[src/rtl/store_route_pkg.sv]
package store_route_pkg;

    localparam int XLEN      = 32;
    localparam int BE_W      = XLEN / 8;
    localparam int OPC_W     = 6;
    localparam int IMM_W     = 16;
    localparam int IMM_LSB   = OPC_W;
    localparam int IMM_MSB   = IMM_LSB + IMM_W - 1;
    localparam int CODE_W    = 4;

    localparam logic [CODE_W-1:0] FAULT_MISALIGNED = 4'h1;

    typedef enum logic [1:0] {
        SZ_NONE = 2'd0,
        SZ_HALF = 2'd1,
        SZ_WORD = 2'd2
    } size_e;

    typedef struct packed {
        logic              req_v;
        logic              req_io;
        logic [XLEN-1:0]   addr;
        logic [XLEN-1:0]   wdata;
        logic [BE_W-1:0]   be;
        logic              flt_v;
        logic [CODE_W-1:0] flt_code;
        logic [XLEN-1:0]   flt_addr;
    } route_state_t;

endpackage

[src/rtl/store_decode.sv]
module store_decode
    import store_route_pkg::*;
#(
    parameter logic [OPC_W-1:0] OP_WORD    = 6'h15,
    parameter logic [OPC_W-1:0] OP_WORD_IO = 6'h35,
    parameter logic [OPC_W-1:0] OP_HALF    = 6'h0d,
    parameter logic [OPC_W-1:0] OP_HALF_IO = 6'h2d
) (
    input  logic [IMM_MSB:0] low_bits,
    output size_e            size,
    output logic             io_form,
    output logic [XLEN-1:0]  disp
);
    logic [OPC_W-1:0] opc;
    logic [IMM_W-1:0] imm;

    assign opc  = low_bits[OPC_W-1:0];
    assign imm  = low_bits[IMM_MSB:IMM_LSB];
    assign disp = {{(XLEN-IMM_W){imm[IMM_W-1]}}, imm};

    always_comb begin
        size    = SZ_NONE;
        io_form = 1'b0;
        unique case (opc)
            OP_WORD:    begin size = SZ_WORD; io_form = 1'b0; end
            OP_WORD_IO: begin size = SZ_WORD; io_form = 1'b1; end
            OP_HALF:    begin size = SZ_HALF; io_form = 1'b0; end
            OP_HALF_IO: begin size = SZ_HALF; io_form = 1'b1; end
            default:    begin size = SZ_NONE; io_form = 1'b0; end
        endcase
    end
endmodule

[src/rtl/store_agu.sv]
module store_agu
    import store_route_pkg::*;
(
    input  logic [XLEN-1:0] base,
    input  logic [XLEN-1:0] disp,
    input  logic [XLEN-1:0] value,
    input  size_e           size,
    output logic [XLEN-1:0] ea,
    output logic            aligned,
    output logic [XLEN-1:0] lane_data,
    output logic [BE_W-1:0] lane_be
);
    localparam int HALF_W = XLEN / 2;
    localparam int HBE_W  = BE_W / 2;

    assign ea = base + disp;

    always_comb begin
        aligned   = 1'b0;
        lane_data = '0;
        lane_be   = '0;
        case (size)
            SZ_WORD: begin
                aligned   = (ea[1:0] == 2'b00);
                lane_data = value;
                lane_be   = '1;
            end
            SZ_HALF: begin
                aligned = ~ea[0];
                if (ea[1]) begin
                    lane_data = {value[HALF_W-1:0], {HALF_W{1'b0}}};
                    lane_be   = {{HBE_W{1'b1}}, {HBE_W{1'b0}}};
                end else begin
                    lane_data = {{HALF_W{1'b0}}, value[HALF_W-1:0]};
                    lane_be   = {{HBE_W{1'b0}}, {HBE_W{1'b1}}};
                end
            end
            default: begin
                aligned   = 1'b0;
                lane_data = '0;
                lane_be   = '0;
            end
        endcase
    end
endmodule

[src/rtl/store_route_unit.sv]
module store_route_unit
    import store_route_pkg::*;
#(
    parameter bit               HAS_DCACHE = 1'b1,
    parameter logic [OPC_W-1:0] OP_WORD    = 6'h15,
    parameter logic [OPC_W-1:0] OP_WORD_IO = 6'h35
) (
    input  logic              clk,
    input  logic              rst_n,
    input  logic              instr_valid,
    output logic              instr_ready,
    input  logic [XLEN-1:0]   instr,
    input  logic [XLEN-1:0]   base_val,
    input  logic [XLEN-1:0]   store_val,
    output logic              mem_valid,
    input  logic              mem_ready,
    output logic [XLEN-1:0]   mem_addr,
    output logic [XLEN-1:0]   mem_wdata,
    output logic [BE_W-1:0]   mem_be,
    output logic              pio_valid,
    input  logic              pio_ready,
    output logic [XLEN-1:0]   pio_addr,
    output logic [XLEN-1:0]   pio_wdata,
    output logic [BE_W-1:0]   pio_be,
    output logic              fault_valid,
    output logic [CODE_W-1:0] fault_code,
    output logic [XLEN-1:0]   fault_addr
);
    route_state_t st_d, st_q;

    size_e           dec_size;
    logic            dec_io;
    logic            route_io;
    logic [XLEN-1:0] dec_disp;
    logic [XLEN-1:0] agu_ea;
    logic            agu_ok;
    logic [XLEN-1:0] agu_data;
    logic [BE_W-1:0] agu_be;
    logic [XLEN-IMM_MSB-2:0] unused_reg_fields;

    assign unused_reg_fields = instr[XLEN-1:IMM_MSB+1];

    store_decode #(
        .OP_WORD    (OP_WORD),
        .OP_WORD_IO (OP_WORD_IO)
    ) u_dec (
        .low_bits (instr[IMM_MSB:0]),
        .size     (dec_size),
        .io_form  (dec_io),
        .disp     (dec_disp)
    );

    store_agu u_agu (
        .base      (base_val),
        .disp      (dec_disp),
        .value     (store_val),
        .size      (dec_size),
        .ea        (agu_ea),
        .aligned   (agu_ok),
        .lane_data (agu_data),
        .lane_be   (agu_be)
    );

    generate
        if (HAS_DCACHE) begin : g_split
            assign route_io = dec_io;
        end else begin : g_flat
            logic unused_io_form;
            assign unused_io_form = dec_io;
            assign route_io       = 1'b0;
        end
    endgenerate

    always_comb begin
        logic accept;
        logic done;
        st_d        = st_q;
        st_d.flt_v  = 1'b0;
        done        = st_q.req_v && (st_q.req_io ? pio_ready : mem_ready);
        accept      = instr_valid && !st_q.req_v;
        if (done) begin
            st_d.req_v = 1'b0;
        end
        if (accept && dec_size != SZ_NONE) begin
            if (agu_ok) begin
                st_d.req_v  = 1'b1;
                st_d.req_io = route_io;
                st_d.addr   = agu_ea;
                st_d.wdata  = agu_data;
                st_d.be     = agu_be;
            end else begin
                st_d.flt_v    = 1'b1;
                st_d.flt_code = FAULT_MISALIGNED;
                st_d.flt_addr = agu_ea;
            end
        end
    end

    always_ff @(posedge clk) begin
        if (!rst_n) begin
            st_q <= '0;
        end else begin
            st_q <= st_d;
        end
    end

    assign instr_ready = ~st_q.req_v;
    assign mem_valid   = st_q.req_v & ~st_q.req_io;
    assign pio_valid   = st_q.req_v &  st_q.req_io;
    assign mem_addr    = st_q.addr;
    assign mem_wdata   = st_q.wdata;
    assign mem_be      = st_q.be;
    assign pio_addr    = st_q.addr;
    assign pio_wdata   = st_q.wdata;
    assign pio_be      = st_q.be;
    assign fault_valid = st_q.flt_v;
    assign fault_code  = st_q.flt_code;
    assign fault_addr  = st_q.flt_addr;
endmodule

[config.mk]
export PLATFORM = sky130hd
export DESIGN_NAME = store_route_unit
export DESIGN_NICKNAME = d
export VERILOG_FILES = /design/src/rtl/store_route_pkg.sv /design/src/rtl/store_decode.sv /design/src/rtl/store_agu.sv /design/src/rtl/store_route_unit.sv
export SDC_FILE = /design/constraint.sdc
export NUM_CORES = 1
export LEC_CHECK = 0
export BUFFER_PORTS_ARGS = -buffer_cell sky130_fd_sc_hd__buf_2
export CORE_MARGIN = 2
export CORE_UTILIZATION = 25
export CTS_BUF_LIST = sky130_fd_sc_hd__clkbuf_8 sky130_fd_sc_hd__clkbuf_16
export DETAILED_ROUTE_END_ITERATION = 10
export HOLD_SLACK_MARGIN = 0.08
export SLEW_MARGIN = 25
export SYNTH_ARGS = -nofsm -noshare
export SYNTH_HDL_FRONTEND = slang
export SYNTH_SLANG_ARGS = --single-unit
[constraint.sdc]
create_clock -name clk -period 3.4 [get_ports clk]
set_input_delay 0.17 -clock clk [delete_from_list [all_inputs] [get_ports clk]]
set_output_delay 0.17 -clock clk [all_outputs]
set_load 0.02 [all_outputs]
# ---- Yosys cells after proc, flatten, opt, wreduce, memory -nomap -nowiden
# Index checks and enable logic that the tools add are counted.
# Widths: inputs -> output; s select.
dict set report word_totals {
  in_bits 101
  word_cells 45
  reg_bits 104
  out_inout_bits 176
}
dict set report op_classes {
  eq_ne 6
  reduce_logical 12
  mux 12
  bitwise_logic 6
  n_addsub 1
}
# op count
set ops {}
lappend ops {{$mux 107} 1}
lappend ops {{$mux 70} 1}
lappend ops {{$pmux 32 s2} 1}
lappend ops {{$mux 37} 1}
lappend ops {{$add 32x32->32} 1}
lappend ops {{$mux 32} 1}
lappend ops {{$eq 6x6->1 const B} 2}
lappend ops {{$pmux 4 s2} 1}
lappend ops {{$eq 6x4->1 const B} 1}
lappend ops {{$eq 6x5->1 const B} 1}
lappend ops {{$reduce_and 2->1} 3}
lappend ops {{$reduce_or 2->1} 3}
lappend ops {{$mux 4} 1}
lappend ops {{$not 1->1} 4}
lappend ops {{$pmux 2 s2} 1}
lappend ops {{$logic_and 1x1->1} 3}
lappend ops {{$mux 1} 3}
lappend ops {{$and 1x1->1} 2}
lappend ops {{$eq 2x1->1 const B} 1}
lappend ops {{$eq 2x2->1 const B} 1}
lappend ops {{$logic_not 2->1} 1}
lappend ops {{$pmux 1 s2} 1}
lappend ops {{$reduce_bool 2->1} 1}
lappend ops {{$logic_not 1->1} 1}

# ---- Depth between registers and ports, before layout
# Gate-level depths: netlist (run 1).
dict set report logic_depth {
  depth_word 7
  depth_mapped 13
}

# ---- By module
# From an unflattened synthesis (run 1), not the netlist that was laid out.
dict set report unflattened {
  hier_cells 978
  hier_area_um2 8061.5
}
# module n_inst area_per_inst_um2 cells_per_inst seq_area_each_um2
set modules_own_cells {}
lappend modules_own_cells {store_route_unit 1 5425.2 593 2082.0}
lappend modules_own_cells {store_agu 1 2339.7 348 0.0}
lappend modules_own_cells {store_decode 1 296.5 37 0.0}

# ---- Worst setup path after synthesis (run 1)
# Ideal clock, no wire load.
dict set report synth_path {
  kind {input to register}
  startpoint {input instr[6]}
  endpoint {register st_q (netlist bit fault_addr[30])}
  required_ps 3338
  setup_slack_ps 974
  cell_stages 9
  path_buffers 0
  t_arrival_ps 2363
  path_cell_list {ha_1 fa_1 a211oi_1 o21bai_1 a21oi_1 o21ai_1 a31o_1 or4_1 nand3_1}
}
dict set report synth_between {
  elab_chain_cells 5
  elab_cells_between_ends 6
  cone_classes {add/sub (1); mux (1); bitwise (2); reduce/logical (2)}
}
# item line
set synth_rtl {}
lappend synth_rtl {{start, declared} store_route_unit.sv:12} ;# input logic [XLEN-1:0] instr,
lappend synth_rtl {{$add 32x32->32 (*)} store_agu.sv:16} ;# assign ea = base + disp;
lappend synth_rtl {{$logic_not 2->1 or $not 1->1 (tied branches)} {store_agu.sv:24, store_agu.sv:29}}
lappend synth_rtl {{$pmux 1 s2} store_agu.sv:22} ;# case (size)
lappend synth_rtl {{$not 1->1 (no line)} n/a}
lappend synth_rtl {{$reduce_and 2->1 (no line)} n/a}
lappend synth_rtl {{end signal, assigned} store_route_unit.sv:103} ;# st_q <= st_d;
lappend synth_rtl {{end, declared} store_route_unit.sv:29} ;# route_state_t st_d, st_q;
# Mark *: on every way between the ends. The rest lies on a longest branch, timed or not.
# A chain may end at the register's enable or synchronous reset.

# ---- Worst setup path in the final report (run 1)
dict set report layout_path {
  startpoint {input instr[6]}
  endpoint {register st_q (netlist bit mem_addr[22])}
}
dict set report layout_between {
  elab_chain_cells 4
  elab_cells_between_ends 5
  cone_classes {add/sub (1); mux (1); bitwise (1); reduce/logical (2)}
}
# item line
set layout_rtl {}
lappend layout_rtl {{$add 32x32->32 (*)} store_agu.sv:16}
lappend layout_rtl {{$logic_not 2->1 or $not 1->1 (tied branches)} {store_agu.sv:24, store_agu.sv:29}}
lappend layout_rtl {{$pmux 1 s2} store_agu.sv:22}
lappend layout_rtl {{$reduce_and 2->1 (no line)} n/a}
# Marked as above.

==> results of run 1 <==
-- critical path: stages --
cell and delay (ns):
sky130_fd_sc_hd__buf_2 0.10, sky130_fd_sc_hd__ha_1 0.26, sky130_fd_sc_hd__fa_1 0.45, sky130_fd_sc_hd__a211oi_1 0.44, sky130_fd_sc_hd__o21ai_0 0.21, sky130_fd_sc_hd__a32oi_1 0.37, sky130_fd_sc_hd__nand3_1 0.28, sky130_fd_sc_hd__a31oi_1 0.39
sky130_fd_sc_hd__mux2i_1 0.23, sky130_fd_sc_hd__nand2_1 0.06
-- where the power goes --
group	leakage (uW)	total (uW)	switching, uW	internal (uW)
Sequential	0.000822	1200	3.69	1200
Combinational	0.00272	564	352	212
Clock	0.000144	1080	553	523
Total	0.00369	2850	909	1940
-- registers in the layout (all words and copies together), names as in the netlist --
name	flops
st_q	2
fault_addr	32
mem_addr	32
mem_be	2
fault_code	1
mem_wdata	32
fault_valid	1
-- cells in the mapped netlist (4+ instances only) --
cell type | count | area, sq um
sky130_fd_sc_hd__a211oi_1 | 13 | 97.6
sky130_fd_sc_hd__a21o_1 | 19 | 143
sky130_fd_sc_hd__a21oi_1 | 51 | 255
sky130_fd_sc_hd__a221oi_1 | 18 | 158
sky130_fd_sc_hd__a22oi_1 | 17 | 128
sky130_fd_sc_hd__a31oi_1 | 8 | 50.1
sky130_fd_sc_hd__and2_1 | 12 | 75.1
sky130_fd_sc_hd__and3_1 | 9 | 56.3
sky130_fd_sc_hd__buf_1 | 6 | 22.5
sky130_fd_sc_hd__buf_2 | 6 | 30.0
sky130_fd_sc_hd__buf_4 | 173 | 1300
sky130_fd_sc_hd__clkbuf_1 | 40 | 150
sky130_fd_sc_hd__dfxtp_1 | 102 | 2040
sky130_fd_sc_hd__ha_1 | 34 | 425
sky130_fd_sc_hd__inv_1 | 12 | 45.0
sky130_fd_sc_hd__nand2_1 | 78 | 293
sky130_fd_sc_hd__nand2b_1 | 5 | 31.3
sky130_fd_sc_hd__nand3_1 | 34 | 170
sky130_fd_sc_hd__nand4_1 | 17 | 106
sky130_fd_sc_hd__nor2_1 | 66 | 248
sky130_fd_sc_hd__nor3_1 | 26 | 130
sky130_fd_sc_hd__o21a_1 | 6 | 45.0
sky130_fd_sc_hd__o21ai_0 | 36 | 180
sky130_fd_sc_hd__o21ai_1 | 4 | 20.0
sky130_fd_sc_hd__o21bai_1 | 6 | 45.0
sky130_fd_sc_hd__or3_1 | 5 | 31.3
sky130_fd_sc_hd__or4_1 | 7 | 52.6
sky130_fd_sc_hd__xnor2_1 | 11 | 96.3
sky130_fd_sc_hd__xor2_1 | 9 | 78.8
-- path summary, 6_finish.rpt --
kind | end | slack (ns)
setup / recovery | mem_addr[22] | 0.69
hold / removal | mem_wdata[1] | 0.09
setup reg to reg | fault_addr[29] | 1.57
hold reg to reg | fault_addr[22] | 0.46
-- through the flow --
stage / area, sq um / total power (uW)
3_5_place_dp: 7410 / 1780
5_1_grt: 7860 / 2990
2_1_floorplan: 6990 / 1610
6_report: 7860 / 2850
3_3_place_gp: 7410 / 1780
4_1_cts: 7860 / 2890
-- placed cells by master, fill, tap and decap left out, drive strengths merged, types with 17 or more instances in the layout --
master  synthesis  routed
buf           186     276
nand2          78      78
nand4          17      17
nand3          34      34
nor2           67      67
ha             34      34
a22oi          17      17
dfxtp         102     102
a21oi          53      53
a21o           19      19
a221oi         18      18
o21ai          40      40
nor3           26      26
-- layout make-up --
| type | count | area share [%] |
|---|---|---|
| sequential | 102 | 26.0 |
| tap | 378 | 6.02 |
| antenna | 1 | 0.0318 |
| clock buffer | 9 | 2.86 |
| timing repair buffer | 291 | 20.2 |
| multi-input combinational | 547 | 43.3 |
| clock inverter | 7 | 0.987 |
| inverter | 12 | 0.573 |
-- per-layer routing --
layer | track usage (%) | vias to the layer above | wire [um]
li1 | - | 3108 | -
met1 | 18.3 | 2935 | 9610
met2 | 23.1 | 219 | 9950
met3 | 2.57 | 22 | 1180
met4 | 4.05 | 0 | 347
met5 | 0 | - | 0
-- kinds of logic (layout without fill, tap and decap cells) --
family,Yosys count,in the layout,synth area share [%]
other,1,4,0.0537
AO/OA/AOI/OAI,212,212,20.5
multiplexers,2,2,0.287
buffers and inverters,238,319,22.3
AND/OR/NAND/NOR,275,275,18.7
adder cells (fa/ha/maj),35,35,6.38
flip-flops,102,102,29.2
XOR/XNOR,20,20,2.51
==> metrics.md, run 1 <==
| Metric | Value |
|---|---|
| Residual antenna-violating net count after detailed routing | `0` |
| Postcts setup bufs | `0` |
| Count of boundary I/O pins | `about 280` |
| Die Ht | `about 170 um` |
| Vias in the first global route | `approximately 5700` |
| Routed vias | `6284` |
| Hold-critical path depth | `3` |
| Classification of the worst setup path | `in2reg` |
| Count of synthesis-stage warnings from yosys | `0` |
| Post-synth EDFFs | `0` |
| Syn Std Cell Area | `6990 sq um` |
| Sum of overflow across all layers after global routing | `0` |
| Fmax | `~0.37 GHz` |
| Data arrival time at the worst-slack endpoint | `a little under 3 ns` |
| VDD IR-drop max | `194 uV` |
| Biggest fanout along the worst timing path | `5` |
| Min-delay worst type | `in2reg` |
| H-tree levels | `3` |
| Global-route wire length before repair | `31.5 mm` |
| Source of the worst hold timing path | `store_val[1]` |
| Crit end category | `flip-flop` |
| Fraction of registers with async set/reset | `0%` |
| Overall die area | `29300 sq um` |
| Fin Clk Skew | `0.00994 ns` |
| Worst setup slack after placement | `0.316 ns` |
| Clock-pin slew on the worst setup and hold paths | `0.09 ns` |
| Seq/Total Area, Yosys | `between 20 and 30%` |
| Number of design rule violations left after detail routing | `0` |
| Detailed placement HPWL | `15.9 mm` |
| Dpl cells | `around 1300` |
| Global routing usage summed across all routing layers | `approximately 14%` |
| Post-route core utilization | `between 20% and 30%` |
| Count of unique library cells instantiated by Yosys | `63` |
| Share of the clock period used by the worst path | `approximately four fifths` |
| Port Buf Inserts | `263` |
| Startpoint of the worst register-to-register path | `st_q[106]` |
| Share of cells above drive strength 1 | `31.3%` |
| Final weighted congestion of routability-driven global placement | `between 0.8 and 0.9` |
| Count of cells resized by post-cts repair | `0` |
| TritonCTS buffer count | `9` |
| Transition time of the tightest slew-check pin | `0.794 ns` |
| Drt via density | `around 4.7` |
| Clock period minus final worst setup slack | `between 2 and 3 ns` |
| Library cell used as clock root buffer | `sky130_fd_sc_hd__clkbuf_16` |
| Synthesized netlist cell count | `885` |
| Detailed-router iteration count before antenna repair | `5` |
| Post-synthesis average cell area | `around 8 sq um` |
| Clock insertion delay at the later pin of the skew report | `about 0.37 ns` |
| Largest net degree at the start of global routing | `between 40 and 50` |
| Initial core utilization | `25.3%` |
| Hold-fix buffers, CTS | `15` |
| Required time reported for the critical path endpoint | `around 3.7 ns` |
| Cell row count | `between 60 and 70` |
| Max-cap violation count | `0` |
| Area taken by multi-input logic gates | `3410 sq um` |
| Worst setup path startpoint | `instr[6]` |
| Final setup fails | `0` |
| TritonCTS clock tree | `done` |
| Area taken by flip-flops and latches | `2040 sq um` |
| Critical path launch point type | `input pin` |
| DRT iter0 DRCs | `around 330` |
| Synth Register Bits | `around 100` |
| Worst slew margin relative to its limit | `between 40% and 50%` |
| Depth of the worst register-to-register path | `5` |
| Fill cell instance count of the final layout | `~3000` |
| Worst Hold Margin | `between 0.09 and 0.1 ns` |
| Setup repair after global routing missed its margin | `no` |
| Maximum clock insertion buffer count | `2` |
| Antenna violations before repair | `0` |
| Net count reported at finish | `1099` |
| Power per Cell Area | `between 300 and 400 nW/um^2` |
| Routed WL | `approximately 21 mm` |
| Final TNS setup | `0 ns` |
| Synth Flop Type | `sky130_fd_sc_hd__dfxtp_1` |
| Setup slack after layout | `between 0.6 and 0.7 ns` |
| Max Slew Vio Count | `0` |
| Drt wl/cell | `between 15 and 20 um` |
| Count of placed standard cells in the final layout, fillers left out | `around 1300` |
| Area Overhead vs Synth | `12.6%` |
| Horizontal extent of the die | `approximately 170 um` |
| Status | `complete, no violations` |
| Total clock sinks | `slightly above 100` |
| Core area | `~28000 sq um` |
| Count of final hold-check violations | `0` |
| Leak Pwr | `around 0.0037 uW` |
Power figures use the tool's default switching activity.
==> inputs of run 2 (changes only) <==
--- a/config.mk
+++ b/config.mk
@@ -5,6 +5,7 @@
 export SDC_FILE = /design/constraint.sdc
 export NUM_CORES = 1
 export LEC_CHECK = 0
+export ABC_AREA = 1
 export BUFFER_PORTS_ARGS = -buffer_cell sky130_fd_sc_hd__buf_2
 export CORE_MARGIN = 2
 export CORE_UTILIZATION = 25
==> constraint.sdc (replaced) <==
create_clock -name clk -period 2.45 [get_ports clk]
set_input_delay 0.1225 -clock clk [delete_from_list [all_inputs] [get_ports clk]]
set_output_delay 0.1225 -clock clk [all_outputs]
set_load 0.02 [all_outputs]
==> metrics.md, run 2 <==
| Metric | Value |
|---|---|
| Syn Std Cell Area | `7680 sq um (+9.9%)` |
| Leak Pwr | `0.00517 uW (+40%)` |
| Routed vias | `7222 (+15%)` |
| Kind of cell adding the most delay to the critical path | `adder cells` |
| Area share of the largest cell type after synthesis | `26.6% (-2.6 points)` |
| Critical path, cell by cell | `buf_2 -> ha_1 -> fa_1 -> inv_1 -> a21oi_2 -> nor3_4 -> nand2_4 -> buf_4 -> nor2_4 -> buf_12 -> nand2_1 -> a21oi_1` |
| Hold-fix buffers, CTS | `35 (+20)` |
| Antenna violations before repair | `0 (unchanged)` |
| Clock insertion delay at the later pin of the skew report | `0.36 ns (about the same)` |
| Die Ht | `179 um (+4.7%)` |
| Share of the clock period used by the worst path | `82.7%` |
| Biggest fanout along the worst timing path | `32 (+27)` |
| Final weighted congestion of routability-driven global placement | `0.877 (+2.2%)` |
| Min-delay worst type | `in2reg` |
| Initial core utilization | `25.2% (-0.045 points)` |
| Core area | `30400 sq um (+10%)` |
| Net count reported at finish | `1484 (+35%)` |
| Commonest cells after routing, fill and taps aside | `sky130_fd_sc_hd__nand2_1, sky130_fd_sc_hd__buf_2, sky130_fd_sc_hd__inv_1` |
| Cell row count | `64 (+4.9%)` |
| Top cells by area in the synthesized netlist | `sky130_fd_sc_hd__dfxtp_1, sky130_fd_sc_hd__buf_4, sky130_fd_sc_hd__nand2_1` |
| Startpoint of the worst register-to-register path | `st_q[106]` |
| Post-synthesis average cell area | `6.29 sq um (-20%)` |
| Worst r2r dst | `mem_wdata[9]` |
| Residual antenna-violating net count after detailed routing | `0 (unchanged)` |
| Status | `complete, no violations` |
| Count of placed standard cells in the final layout, fillers left out | `1748 (+30%)` |
| Routed WL | `23.9 mm (+13%)` |
| Global-route wire length before repair | `35.7 mm (+13%)` |
| Clock period minus final worst setup slack | `2.03 ns` |
| VDD IR-drop max | `242 uV (+25%)` |
| Depth of the worst register-to-register path | `8 (+3)` |
| TritonCTS clock tree | `done` |
| Final setup fails | `0 (unchanged)` |
| Share of cells above drive strength 1 | `22.9% (-8.4 points)` |
| Standard cell with the maximum stage delay on the critical path | `sky130_fd_sc_hd__fa_1` |
| DRT iter0 DRCs | `335 (+0.30%)` |
| Cell with the most instances after synthesis | `sky130_fd_sc_hd__nand2_1` |
| Worst setup path startpoint | `instr[6]` |
| Port Buf Inserts | `263 (unchanged)` |
| Required time reported for the critical path endpoint | `2.73 ns (-0.92 ns)` |
| Hold-critical path depth | `3 (unchanged)` |
| Count of buffering cells on the critical path with inverters included | `4 (+3)` |
| Fin Clk Skew | `0.0102 ns (+0.000213 ns)` |
| Number of diodes added for antenna fixing | `0 (-1)` |
| Synth Register Bits | `102 (unchanged)` |
| Fraction of registers with async set/reset | `0% (unchanged)` |
| Fmax | `0.494 GHz` |
| Area Overhead vs Synth | `15.8%` |
| Count of final hold-check violations | `0 (unchanged)` |
| Data arrival time at the worst-slack endpoint | `2.31 ns (-0.66 ns)` |
| TritonCTS buffer count | `9 (unchanged)` |
| Setup repair after global routing missed its margin | `no` |
| Critical path launch point type | `input pin` |
| Count of synthesis-stage warnings from yosys | `0 (unchanged)` |
| Final TNS setup | `0 ns (unchanged)` |
| Global routing usage summed across all routing layers | `14.6% (+0.70 points)` |
| Drt wl/cell | `13.6 um (-13%)` |
| Seq/Total Area, Yosys | `26.6% (-2.6 points)` |
| Synthesized netlist cell count | `1220 (+38%)` |
| H-tree levels | `3 (unchanged)` |
| Total clock sinks | `102 (unchanged)` |
| Sum of overflow across all layers after global routing | `0 (unchanged)` |
| Worst slew margin relative to its limit | `64.8% (+18 points)` |
| Max Slew Vio Count | `0 (unchanged)` |
| Source of the worst hold timing path | `rst_n` |
| Classification of the worst setup path | `in2reg` |
| Largest net degree at the start of global routing | `38 (-17%)` |
| Postcts setup bufs | `0 (unchanged)` |
| Dpl cells | `1698 (+29%)` |
| Setup slack after layout | `0.424 ns (-0.264 ns)` |
| Detailed-router iteration count before antenna repair | `7 (+2)` |
| Worst path max stage delay | `0.56 ns (+0.11 ns)` |
| Commonest cells in the synthesized netlist | `sky130_fd_sc_hd__nand2_1, sky130_fd_sc_hd__buf_4, sky130_fd_sc_hd__inv_1, sky130_fd_sc_hd__nor2_1, sky130_fd_sc_hd__dfxtp_1` |
| Overall die area | `32100 sq um (+9.7%)` |
| Post-synth EDFFs | `0 (unchanged)` |
| Worst setup slack after placement | `0.0321 ns (-0.284 ns)` |
| Synth Flop Type | `sky130_fd_sc_hd__dfxtp_1` |
| Vias in the first global route | `6666 (+18%)` |
| Most common library cell in the layout ignoring fill and taps | `sky130_fd_sc_hd__nand2_1` |
| Reg2Reg Setup Slack | `0.84 ns (-0.73 ns)` |
| Detailed placement HPWL | `19.7 mm (+24%)` |
| Power per Cell Area | `445 nW/um^2 (+23%)` |
| Library cell used as clock root buffer | `sky130_fd_sc_hd__clkbuf_16` |
| Drt via density | `4.13 (-11%)` |
| Maximum clock insertion buffer count | `2 (unchanged)` |
| Max-cap violation count | `0 (unchanged)` |
| Count of cells resized by post-cts repair | `0 (unchanged)` |
| Cell taking the most area after synthesis | `sky130_fd_sc_hd__dfxtp_1` |
| Count of boundary I/O pins | `277 (unchanged)` |
| Clock-pin slew on the worst setup and hold paths | `0.07 ns (-0.02 ns)` |
| Horizontal extent of the die | `179 um (+4.7%)` |
| Transition time of the tightest slew-check pin | `0.526 ns (-0.268 ns)` |
| Overall power after layout | `3960 uW (+39%)` |
| Crit end category | `flip-flop` |
| Number of design rule violations left after detail routing | `0 (unchanged)` |
| Count of unique library cells instantiated by Yosys | `37 (-41%)` |
| Worst hold path endpoint | `fault_valid` |
run 2: cell count changes in the layout (fill, tap and decap cells not counted), sizes merged, moves of 11 or more:
cell         previous run  this run
nor3                   26         8
a211oi                 13         1
nor2                   67       162
nand4                  17         3
inv                    15       183
dlygate4sd3            15        35
nand3                  34        64
and2                   12         1
nand2                  78       325
a221oi                 18         0
a22oi                  17         0
a21o                   19         5
run 2: final cells by class:
class / instances / area, sq um
sequential: 102 / 2040
clock inverter: 6 / 55.1
fill: 3362 / 21500
multi-input combinational: 735 / 3500
clock buffer: 9 / 225
tap: 396 / 495
timing repair buffer: 319 / 1890
inverter: 181 / 682
run 2: tightest hold or removal path: cells and delay by family:
kind	cells	cell delay [ns]
simple gates	1	0.15
buf+inv	2	0.28
run 2: cell families (layout without fill, tap and decap cells):
family | count (synthesis) | in the layout | share of synthesized area, %
compound gates | 117 | 117 | 8.47
xor+xnor | 15 | 15 | 1.71
fa+ha+maj | 35 | 35 | 5.80
buf+inv | 385 | 515 | 27.9
flops | 102 | 102 | 26.6
other cells | 1 | 3 | 0.0488
simple gates | 565 | 565 | 29.5
run 2: where the power goes:
group / internal (uW) / total [uW] / switching, uW
logic: 322 / 899 / 577
registers: 1670 / 1680 / 7.41
clock network: 704 / 1380 / 681
run 2: how the worst max path moves through the flow:
stage               slack (ns)  cells past startpoint             to
floorplan                 0.42                     14   mem_addr[18]
global placement          0.09                     12   mem_wdata[9]
detailed placement        0.03                     12   mem_wdata[9]
CTS                       0.41                     12   mem_wdata[9]
global route              0.21                     15  mem_wdata[13]
finish                    0.42                     12   mem_wdata[9]
run 2: metal layers:
metal	wire, um	vias up	part of all wire, %	global-route usage (%)
met5	0	-	0	0
met1	10500	3156	44	17.4
met2	11700	235	49	26.6
met4	442	0	1.9	4.87
li1	-	3809	-	-
met3	1230	22	5.2	2.10
run 2: through the flow:
stage / hold slack, ns / area [sq um] / util [%]
floorplan: 0.265 / 7690 / -
global placement: 0.388 / 8260 / 27.1
detailed placement: 0.392 / 8260 / 27.1
CTS: 0.220 / 8890 / 29.2
global route: 0.266 / 8890 / 29.2
finish: 0.236 / 8890 / 29.2
==> inputs of run 3 (changes only) <==
==> constraint.sdc (replaced) <==
create_clock -name clk -period 1.75 [get_ports clk]
set_input_delay 0.0875 -clock clk [delete_from_list [all_inputs] [get_ports clk]]
set_output_delay 0.0875 -clock clk [all_outputs]
set_load 0.02 [all_outputs]
==> metrics.md, run 3 (synthesis results as in run 2) <==
| Metric | Value |
|---|---|
| Most common library cell in the layout ignoring fill and taps | `sky130_fd_sc_hd__nand2_1` |
| Detailed-router iteration count before antenna repair | `7 (unchanged)` |
| Fin Clk Skew | `0.00536 ns (-0.00480 ns)` |
| VDD IR-drop max | `396 uV (+63%)` |
| Port Buf Inserts | `263 (unchanged)` |
| Net count reported at finish | `1570 (+5.8%)` |
| Worst setup slack after placement | `-0.368 ns (-0.400 ns)` |
| Hold-critical path depth | `4 (+1)` |
| Library cell used as clock root buffer | `sky130_fd_sc_hd__clkbuf_16` |
| Count of buffering cells on the critical path with inverters included | `5 (+1)` |
| Critical path launch point type | `input pin` |
| Max Slew Vio Count | `0 (unchanged)` |
| Number of design rule violations left after detail routing | `0 (unchanged)` |
| Min-delay worst type | `in2reg` |
| Drt wl/cell | `14.0 um (+2.8%)` |
| Biggest fanout along the worst timing path | `8 (-75%)` |
| Area Overhead vs Synth | `31.4%` |
| Number of diodes added for antenna fixing | `0 (unchanged)` |
| Final weighted congestion of routability-driven global placement | `0.902 (+2.8%)` |
| Clock-pin slew on the worst setup and hold paths | `0.07 ns (about the same)` |
| H-tree levels | `3 (unchanged)` |
| Power per Cell Area | `599 nW/um^2 (+34%)` |
| Antenna violations before repair | `0 (unchanged)` |
| Data arrival time at the worst-slack endpoint | `2.05 ns (-0.26 ns)` |
| Overall die area | `32100 sq um (unchanged)` |
| Fmax | `about 0.57 GHz` |
| Count of boundary I/O pins | `277 (unchanged)` |
| Total clock sinks | `102 (unchanged)` |
| Global routing usage summed across all routing layers | `14.9% (+0.34 points)` |
| Share of cells above drive strength 1 | `32.3% (+9.4 points)` |
| Core area | `30400 sq um (unchanged)` |
| Standard cell with the maximum stage delay on the critical path | `sky130_fd_sc_hd__fa_1` |
| Detailed placement HPWL | `20.2 mm (+2.3%)` |
| Largest net degree at the start of global routing | `41 (+7.9%)` |
| Leak Pwr | `0.00576 uW (+11%)` |
| Clock insertion delay at the later pin of the skew report | `0.35 ns (about the same)` |
| DRT iter0 DRCs | `354 (+5.7%)` |
| Most used cell, CP | `sky130_fd_sc_hd__buf_6` |
| Max-cap violation count | `0 (unchanged)` |
| Count of final hold-check violations | `0 (unchanged)` |
| Transition time of the tightest slew-check pin | `0.520 ns (-0.00523 ns)` |
| Reg2Reg Setup Slack | `0.12 ns (-0.72 ns)` |
| Required time reported for the critical path endpoint | `2.04 ns (-0.69 ns)` |
| Setup slack after layout | `-0.0119 ns (-0.436 ns)` |
| Setup repair after global routing missed its margin | `yes` |
| Depth of the worst register-to-register path | `8 (unchanged)` |
| Status | `complete, but fails checks` |
| Clock period minus final worst setup slack | `1.76 ns` |
| Commonest cells after routing, fill and taps aside | `sky130_fd_sc_hd__nand2_1, sky130_fd_sc_hd__buf_2, sky130_fd_sc_hd__inv_1` |
| Die Ht | `179 um (unchanged)` |
| Classification of the worst setup path | `in2reg` |
| Horizontal extent of the die | `179 um (unchanged)` |
| Routed WL | `25.7 mm (+7.9%)` |
| Worst Hold Margin | `0.111 ns (-0.125 ns)` |
| Worst r2r dst | `mem_wdata[4]` |
| Residual antenna-violating net count after detailed routing | `0 (unchanged)` |
| Fill cell instance count of the final layout | `3268 (-2.8%)` |
| Maximum clock insertion buffer count | `2 (unchanged)` |
| Global-route wire length before repair | `36.6 mm (+2.5%)` |
| Startpoint of the worst register-to-register path | `st_q[106]` |
| TritonCTS buffer count | `9 (unchanged)` |
| TritonCTS clock tree | `done` |
| Worst hold path endpoint | `fault_addr[0]` |
| Worst slew margin relative to its limit | `65.3% (+0.47 points)` |
| Final setup fails | `4 (+4)` |
| Vias in the first global route | `6986 (+4.8%)` |
| Worst path max stage delay | `0.46 ns (-0.10 ns)` |
| Crit end category | `flip-flop` |
| Sum of overflow across all layers after global routing | `0 (unchanged)` |
| Share of the clock period used by the worst path | `101%` |
| Routed vias | `7712 (+6.8%)` |
| Cell row count | `64 (unchanged)` |
| Failing checks | `negative setup slack` |
| Kind of cell adding the most delay to the critical path | `buffers and inverters` |
| Source of the worst hold timing path | `base_val[0]` |
| Drt via density | `4.20 (+1.7%)` |
| Initial core utilization | `25.2% (unchanged)` |
| Overall power after layout | `6050 uW (+53%)` |
| Critical path, cell by cell | `buf_6 -> ha_4 -> fa_1 -> inv_2 -> a21oi_4 -> nor3_4 -> buf_6 -> nand2_8 -> buf_6 -> nor2_4 -> clkbuf_16 -> nand2_4 -> a21oi_1` |
-- run 3: cell count changes in the layout (fill, tap and decap cells not counted), sizes merged --
cell	before	now
buf	284	366
bufinv	0	1
clkbuf	9	14
clkinv	4	2
clkinvlp	0	1
-- run 3: per-layer routing --
layer	wire (um)	vias up	track usage, %	part of all wire, %
met5	0	-	0	0
met4	419	0	4.30	1.6
met3	1360	24	2.14	5.3
met2	12800	246	27.7	50
met1	11100	3450	17.7	43
li1	-	3992	-	-
-- run 3: worst max-delay path by stage --
stage             start        endpoint  slack, ns  depth (start not counted)
6_report       instr[6]    mem_wdata[4]      -0.01                         13
3_5_place_dp   instr[1]   mem_wdata[12]      -0.37                         14
2_1_floorplan  instr[6]     mem_addr[9]      -0.09                         12
5_1_grt        instr[1]    mem_wdata[4]      -0.11                         14
4_1_cts        instr[1]   mem_wdata[12]       0.01                         14
3_3_place_gp   instr[1]  fault_addr[20]      -0.34                         15
-- run 3: cell type report --
cell class                 count  area [sq um]  share of cell area [%]
timing repair buffer         405          2710                    26.8
tap                          396           495                    4.91
inverter                     181           684                    6.78
sequential                   102          2040                    20.2
clock inverter                 6          75.1                   0.744
multi-input combinational    735          3850                    38.2
clock buffer                  10           239                    2.37
-- run 3: stage by stage --
| step | instance area (sq um) | instances | util [%] | setup TNS, ns |
|---|---|---|---|---|
| after floorplan | 7760 | 1222 | - | -1.98 |
| after global placement | 8920 | 1774 | 29.3 | -28.17 |
| after detailed placement | 8920 | 1774 | 29.3 | -29.86 |
| after CTS | 9590 | 1825 | 31.5 | 0 |
| after global routing | 10100 | 1835 | 33.2 | -2.48 |
| final | 10100 | 1835 | 33.2 | -0.0229 |
-- run 3: repair_timing --
action | in CTS | in global routing
resized for setup | 0 | 97
endpoints found under the setup margin | 0 | 99
endpoints found under the hold margin | 34 | 0
hold buffers | 35 | 0
setup buffers | 0 | 6
-- run 3: worst reg2reg max path, cell delays in order (launching register included) --
cell and delay (ns):
sky130_fd_sc_hd__dfxtp_1 0.37, sky130_fd_sc_hd__nor3_4 0.27, sky130_fd_sc_hd__buf_6 0.15, sky130_fd_sc_hd__nand2_8 0.06
sky130_fd_sc_hd__buf_6 0.12, sky130_fd_sc_hd__nor2_4 0.20, sky130_fd_sc_hd__clkbuf_16 0.23, sky130_fd_sc_hd__nand2_4 0.04
sky130_fd_sc_hd__a21oi_1 0.13
-- run 3: power by group --
part	leakage (uW)	switching, uW	internal, uW
sequential	0.000822	12.3	2340
combinational	0.00478	893	673
clock	0.000152	959	1170
